## config.mk

```make
export PLATFORM = sky130hd
export DESIGN_NAME = gpio_edge_cap
export DESIGN_NICKNAME = d
export VERILOG_FILES = /design/src/rtl/gpio_pkg.sv /design/src/rtl/gpio_in_sync.sv /design/src/rtl/gpio_regs.sv /design/src/rtl/gpio_irq.sv /design/src/rtl/gpio_edge_cap.sv
export SDC_FILE = /design/constraint.sdc
export NUM_CORES = 1
export LEC_CHECK = 0
export ABC_CLOCK_PERIOD_IN_PS = 1900
export CORE_MARGIN = 4
export CORE_UTILIZATION = 52
export CTS_CLUSTER_SIZE = 20
export DETAILED_ROUTE_END_ITERATION = 10
export HOLD_SLACK_MARGIN = 0.03
export PLACE_DENSITY_LB_ADDON = 0.15
export SYNTH_ARGS = -nofsm -noshare
export SYNTH_HDL_FRONTEND = slang
export SYNTH_HIERARCHICAL = 1
export SYNTH_SLANG_ARGS = --single-unit
```

## constraint.sdc

```tcl
create_clock -name clk -period 1.9 [get_ports clk]
set_input_delay 0.38 -clock clk [delete_from_list [all_inputs] [get_ports clk]]
set_output_delay 0.38 -clock clk [all_outputs]
set_load 0.01 [all_outputs]
```

## src/rtl/gpio_pkg.sv

```systemverilog
package gpio_pkg;

    typedef enum logic [1:0] {
        TRIG_RISE  = 2'd0,
        TRIG_FALL  = 2'd1,
        TRIG_BOTH  = 2'd2,
        TRIG_LEVEL = 2'd3
    } trig_e;

    localparam int BUS_W    = 32;
    localparam int ADDR_W   = 4;
    localparam int MAX_PINS = 32;

    localparam logic [1:0] IDX_DATA = 2'd0;
    localparam logic [1:0] IDX_DIR  = 2'd1;
    localparam logic [1:0] IDX_MASK = 2'd2;
    localparam logic [1:0] IDX_CAP  = 2'd3;

endpackage

```

## src/rtl/gpio_in_sync.sv

```systemverilog
module gpio_in_sync
    import gpio_pkg::*;
#(
    parameter int    N    = 32,
    parameter trig_e TRIG = TRIG_RISE
) (
    input  logic         clk,
    input  logic         rst_n,
    input  logic [N-1:0] pin_i,
    output logic [N-1:0] lvl_o,
    output logic [N-1:0] edge_o
);

    typedef struct packed {
        logic [N-1:0] s1;
        logic [N-1:0] s2;
        logic [N-1:0] prev;
    } sync_t;

    sync_t st_d, st_q;
    logic [N-1:0] rise_w, fall_w;

    always_comb begin
        st_d      = st_q;
        st_d.s1   = pin_i;
        st_d.s2   = st_q.s1;
        st_d.prev = st_q.s2;
    end

    always_ff @(posedge clk or negedge rst_n) begin
        if (!rst_n) st_q <= '0;
        else        st_q <= st_d;
    end

    assign rise_w = st_q.s2 & ~st_q.prev;
    assign fall_w = ~st_q.s2 & st_q.prev;
    assign lvl_o  = st_q.s2;

    always_comb begin
        case (TRIG)
            TRIG_RISE: edge_o = rise_w;
            TRIG_FALL: edge_o = fall_w;
            TRIG_BOTH: edge_o = rise_w | fall_w;
            default:   edge_o = '0;
        endcase
    end

endmodule

```

## src/rtl/gpio_regs.sv

```systemverilog
module gpio_regs
    import gpio_pkg::*;
#(
    parameter int    N    = 32,
    parameter trig_e TRIG = TRIG_RISE
) (
    input  logic              clk,
    input  logic              rst_n,
    input  logic              wr_i,
    input  logic [ADDR_W-1:0] addr_i,
    input  logic [BUS_W-1:0]  wdata_i,
    input  logic [N-1:0]      lvl_i,
    input  logic [N-1:0]      edge_i,
    output logic [BUS_W-1:0]  rdata_o,
    output logic [N-1:0]      out_o,
    output logic [N-1:0]      dir_o,
    output logic [N-1:0]      mask_o,
    output logic [N-1:0]      cap_o
);

    typedef struct packed {
        logic [N-1:0] out;
        logic [N-1:0] dir;
        logic [N-1:0] mask;
        logic [N-1:0] cap;
    } regs_t;

    regs_t        st_d, st_q;
    logic         aligned_w;
    logic [N-1:0] clr_w;

    assign aligned_w = (addr_i[1:0] == 2'b00);

    always_comb begin
        st_d  = st_q;
        clr_w = '0;
        if (wr_i && aligned_w) begin
            case (addr_i[3:2])
                IDX_DATA: st_d.out  = wdata_i[N-1:0];
                IDX_DIR:  st_d.dir  = wdata_i[N-1:0];
                IDX_MASK: st_d.mask = wdata_i[N-1:0];
                default:  clr_w     = wdata_i[N-1:0];
            endcase
        end
        st_d.cap = (st_q.cap & ~clr_w) | edge_i;
    end

    always_ff @(posedge clk or negedge rst_n) begin
        if (!rst_n) st_q <= '0;
        else        st_q <= st_d;
    end

    always_comb begin
        rdata_o = '0;
        if (aligned_w) begin
            case (addr_i[3:2])
                IDX_DATA: rdata_o = BUS_W'(lvl_i);
                IDX_DIR:  rdata_o = BUS_W'(st_q.dir);
                IDX_MASK: rdata_o = BUS_W'(st_q.mask);
                default:  rdata_o = BUS_W'(st_q.cap);
            endcase
        end
    end

    assign out_o  = st_q.out;
    assign dir_o  = st_q.dir;
    assign mask_o = st_q.mask;
    assign cap_o  = st_q.cap;

    // bits written as one are gone next cycle unless an edge re-set them
    p_w1c_r9: assert property (@(posedge clk) disable iff (!rst_n)
        (wr_i && addr_i == 4'hC) |=>
            ((st_q.cap & $past(wdata_i[N-1:0] & ~edge_i)) == '0));

    // a detected edge always lands in the capture register
    p_edge_wins_r10: assert property (@(posedge clk) disable iff (!rst_n)
        (|edge_i) |=> ((st_q.cap & $past(edge_i)) == $past(edge_i)));

    generate
        if (TRIG == TRIG_LEVEL) begin : g_lvl_chk
            // capture stays empty in level mode
            p_level_nocap_r11: assert property (@(posedge clk) disable iff (!rst_n)
                st_q.cap == '0);
        end
    endgenerate

endmodule

```

## src/rtl/gpio_irq.sv

```systemverilog
module gpio_irq
    import gpio_pkg::*;
#(
    parameter int    N    = 32,
    parameter trig_e TRIG = TRIG_RISE
) (
    input  logic         clk,
    input  logic         rst_n,
    input  logic [N-1:0] cap_i,
    input  logic [N-1:0] lvl_i,
    input  logic [N-1:0] mask_i,
    output logic         irq_o
);

    logic [N-1:0] src_w;

    generate
        if (TRIG == TRIG_LEVEL) begin : g_level
            assign src_w = lvl_i;
        end else begin : g_edge
            assign src_w = cap_i;
        end
    endgenerate

    assign irq_o = |(src_w & mask_i);

    // no enabled pin means no request
    p_mask_off_r12: assert property (@(posedge clk) disable iff (!rst_n)
        (mask_i == '0) |-> !irq_o);

endmodule

```

## src/rtl/gpio_edge_cap.sv

```systemverilog
module gpio_edge_cap
    import gpio_pkg::*;
#(
    parameter int    NUM_PINS = 32,
    parameter trig_e TRIG     = TRIG_RISE
) (
    input  logic                clk,
    input  logic                rst_n,
    input  logic                bus_wr,
    input  logic [3:0]          bus_addr,
    input  logic [31:0]         bus_wdata,
    output logic [31:0]         bus_rdata,
    input  logic [NUM_PINS-1:0] pin_in,
    output logic [NUM_PINS-1:0] pin_out,
    output logic [NUM_PINS-1:0] pin_oe,
    output logic                irq
);

    localparam int N = (NUM_PINS > MAX_PINS) ? MAX_PINS : NUM_PINS;

    logic [N-1:0] lvl_w, edge_w, mask_w, cap_w;

    gpio_in_sync #(.N(N), .TRIG(TRIG)) u_sync (
        .clk    (clk),
        .rst_n  (rst_n),
        .pin_i  (pin_in),
        .lvl_o  (lvl_w),
        .edge_o (edge_w)
    );

    gpio_regs #(.N(N), .TRIG(TRIG)) u_regs (
        .clk     (clk),
        .rst_n   (rst_n),
        .wr_i    (bus_wr),
        .addr_i  (bus_addr),
        .wdata_i (bus_wdata),
        .lvl_i   (lvl_w),
        .edge_i  (edge_w),
        .rdata_o (bus_rdata),
        .out_o   (pin_out),
        .dir_o   (pin_oe),
        .mask_o  (mask_w),
        .cap_o   (cap_w)
    );

    gpio_irq #(.N(N), .TRIG(TRIG)) u_irq (
        .clk    (clk),
        .rst_n  (rst_n),
        .cap_i  (cap_w),
        .lvl_i  (lvl_w),
        .mask_i (mask_w),
        .irq_o  (irq)
    );

    // a direction write shows on the output enables next cycle
    p_oe_dir_r4: assert property (@(posedge clk) disable iff (!rst_n)
        (bus_wr && bus_addr == 4'h4) |=> (pin_oe == $past(bus_wdata[N-1:0])));

    // leaving reset, nothing is driven and no request is raised
    p_reset_r1: assert property (@(posedge clk) disable iff (!rst_n)
        $rose(rst_n) |-> (pin_oe == '0 && pin_out == '0 && !irq));

endmodule

```

==> out/qor.yml <==
logic_synthesis:
  synth_seq_area_share_pct: 61.3
  synth.distinct_cells: 22
  syn-cell-area_um2: 9150
  synth_nets: 669
  avgSynthCellArea_um2: 15.3
  synth_mux_area_share_pct: 19.7
  synth_compound_area_share_pct: 3.12
  synthAdderAreaFrac_pct: 0
  ys_warn_count: 6
  synth_top_cells_by_area: "dfrtp_1 (61%), mux4_2 (7.9%), mux2_2 (7.4%)"
  ys_ff_latch: 224
  netlist_instances: 598
  synth_xor_area_share_pct: 0
  synth-simple-area-share_pct: 11.5
  synth_top_cell_area_share_pct: 61.3
  synth_area_leader_cell: "dfrtp_1"
  synth_top_family_by_area: "multiplexers"
clock_tree:
  cts-htree-levels: 1
  cts.sinks: 224
  cts_made_buffers: 24
  clk_pin_slew_ns: 0.07
  clk_latency_ns: 0.50
  clock_tree.buffer_depth: 3
  cts_tree: "yes"
  root_buffer: "clkbuf_16"
timing:
  rsz0062_at_grt: "yes"
  hold_violations: 0
  period_needed_ns: 2.35
  finalSetupTns_ns: -7.71
  fmax_mhz: 425
  maxSlewHeadroom_pct: 70.2
  period_share_pct: 124
  fin_ws_ns: -0.451
  worstMarginPinSlew_ns: 0.447
  final_max_slew_viol_count: 0
  hold_ws_ns: 0.311
  setup_viol: 33
  finalClockSkew_ns: 0.00967
route:
  drc: 0
  first_iter_violations: 261
  vias: 5619
  wl_um: 21400
  wl_per_cell_um: 20.1
  ant_nets: 0
  via_per_inst: 5.27
  first_pass_iters: 4
critical_path:
  crit_path_end_kind: "output pin"
  crit_chain: "a22oi_2 > nand4_1 > or4_4 > buf_6"
  max_stage_delay_ns: 0.49
  crit_fanout: 2
  crit_buf_inv: 1
  cp.required_ns: 1.52
  cp.arrival_ns: 1.97
  slowest_stage: "or4_4"
  cp_top_family: "simple AND/OR/NAND/NOR gates"
  critPathKind: "register to output pin"
  cp-start-kind: "register"
pwr:
  p_seq_share_pct: 43.8
  p_int_mw: 10.0
  power_frac_comb_pct: 20.9
  p_per_area_nw_per_um2: 1050
  p_leak_nw: 5.55
  p_clk_share_pct: 35.3
  p_switching_mw: 3.27
  ir_drop_mv: 0.828
  swShare_pct: 24.6
job:
  drv_cap: 0
global_routing:
  antenna_found_initial: 0
  grt_max_degree: 67
  grt_pass1_wl_um: 34500
  overflow: 0
  grt_pass1_vias: 6304
  grt_util_all_layers_pct: 22.1
final_layout:
  area_delta_synth_final_pct: 38.8
  drive_gt1_share_pct: 38.6
  diodes: 0
  layout.nets: 895
outcome:
  violations: "negative setup slack"
  outcome: "finished with violations"
placement:
  io_buffer_count: 167
  place_congestion: 0.810
  place_hpwl_um: 14400
hold_path:
  hp-class: "input pin to register"
die:
  start_util_pct: 53.1
  die_h_um: 141
  die_x_um: 141
  rows: 48
  fp.dieArea_um2: 19800
  design.core.area_um2: 17200
  io_pins: 168
-- power groups by stage --
| stage | sequential (mW) | combinational [mW] | clock [mW] |
|---|---|---|---|
| after floorplan | 5.93 | 0.953 | 0 |
| after global placement | 5.82 | 2.63 | 0 |
| after detailed placement | 5.85 | 2.68 | 0 |
| after CTS | 5.80 | 2.72 | 4.77 |
| after global routing | 5.89 | 2.98 | 5.00 |
| final | 5.81 | 2.78 | 4.68 |
-- cells in the final DEF, fill, tap and decap left out, drive strengths merged, types with 32 or more instances in the layout --
master,n
buf,127
clkbuf,35
clkdlybuf4s50,120
dfrtp,224
mux2,96
mux4,32
nand2,33
nand2b,32
nor2b,65
o21ai,32
-- cell families (layout without fill, tap and decap cells) --
group | count (synthesis) | in the layout
DFF | 224 | 224
and+or+nand+nor | 139 | 139
buffers and inverters | 59 | 303
AOI/OAI and AO/OA | 48 | 48
muxes | 128 | 128
-- layer usage --
| metal | track usage (%) | wire length, um | vias to the layer above |
|---|---|---|---|
| li1 | - | - | 2514 |
| met1 | 30.0 | 8960 | 2894 |
| met4 | 7.09 | 569 | 0 |
| met5 | 0 | 0 | - |
| met2 | 36.5 | 10600 | 172 |
| met3 | 4.21 | 1250 | 39 |
-- worst paths after layout --
| check | start | end | slack, ns | cells after the start |
|---|---|---|---|---|
| max | u_regs/mask_o[17] | irq | -0.45 | 4 |
| min | pin_in[23] | u_sync/st_d[55] | 0.31 | 1 |
| max reg2reg | u_regs/mask_o[13] | u_regs/mask_o[13] | 0.90 | 3 |
| min reg2reg | u_sync/st_d[37] | u_sync/lvl_o[5] | 0.34 | 0 |
| max in group asynchronous | rst_n | u_regs/mask_o[11] | 0.82 | 3 |
| min in group asynchronous | rst_n | u_sync/lvl_o[1] | 0.38 | 2 |
-- through the flow --
step	area [um2]	total power, mW	instances	utilization (%)	setup slack [ns]
6_report	12700	13.3	1067	73.6	-0.451
5_1_grt	12700	13.9	1067	73.6	-0.540
2_1_floorplan	9150	6.88	598	-	0.108
3_5_place_dp	11600	8.53	1019	67.1	-0.495
3_3_place_gp	11600	8.44	1019	67.1	-0.491
4_1_cts	12400	13.3	1068	72.1	-0.471
-- synth_stat cells, drive strengths merged --
cell type and instances:
dfrtp 224, mux2 96, nor2b 65, buf 51
nand2 33, mux4 32, nand2b 32, o21ai 32
a22oi 16, clkbuf 8, nand4 4, nand4bb 1
nor2 1, nor4b 1, or2 1, or4 1
-- state kept, by name, summed over array words and instances (netlist names) --
| signal | flops |
|---|---|
| u_sync/st_d | 32 |
| u_sync/st_q | 32 |
| u_regs/dir_o | 32 |
| u_regs/mask_o | 32 |
| u_regs/cap_o | 32 |
| u_regs/out_o | 32 |
| u_sync/lvl_o | 32 |
-- final cells by class --
class / instances / area (um2)
Sequential cell: 224 / 5610
Fill cell: 1077 / 4550
Multi-Input combinational cell: 315 / 3350
Timing Repair Buffer: 259 / 2650
Clock buffer: 35 / 703
Tap cell: 225 / 282
Clock inverter: 9 / 101
-- timing repair --
item | in CTS | in global routing
hold buffers | 1 | 0
resized for setup | 188 | 61
endpoints found under the hold margin | 45 | 0
pin swaps | 5 | 1
setup endpoints to repair | 41 | 36
buffers inserted | 10 | 10
Power figures use the tool's default switching activity.
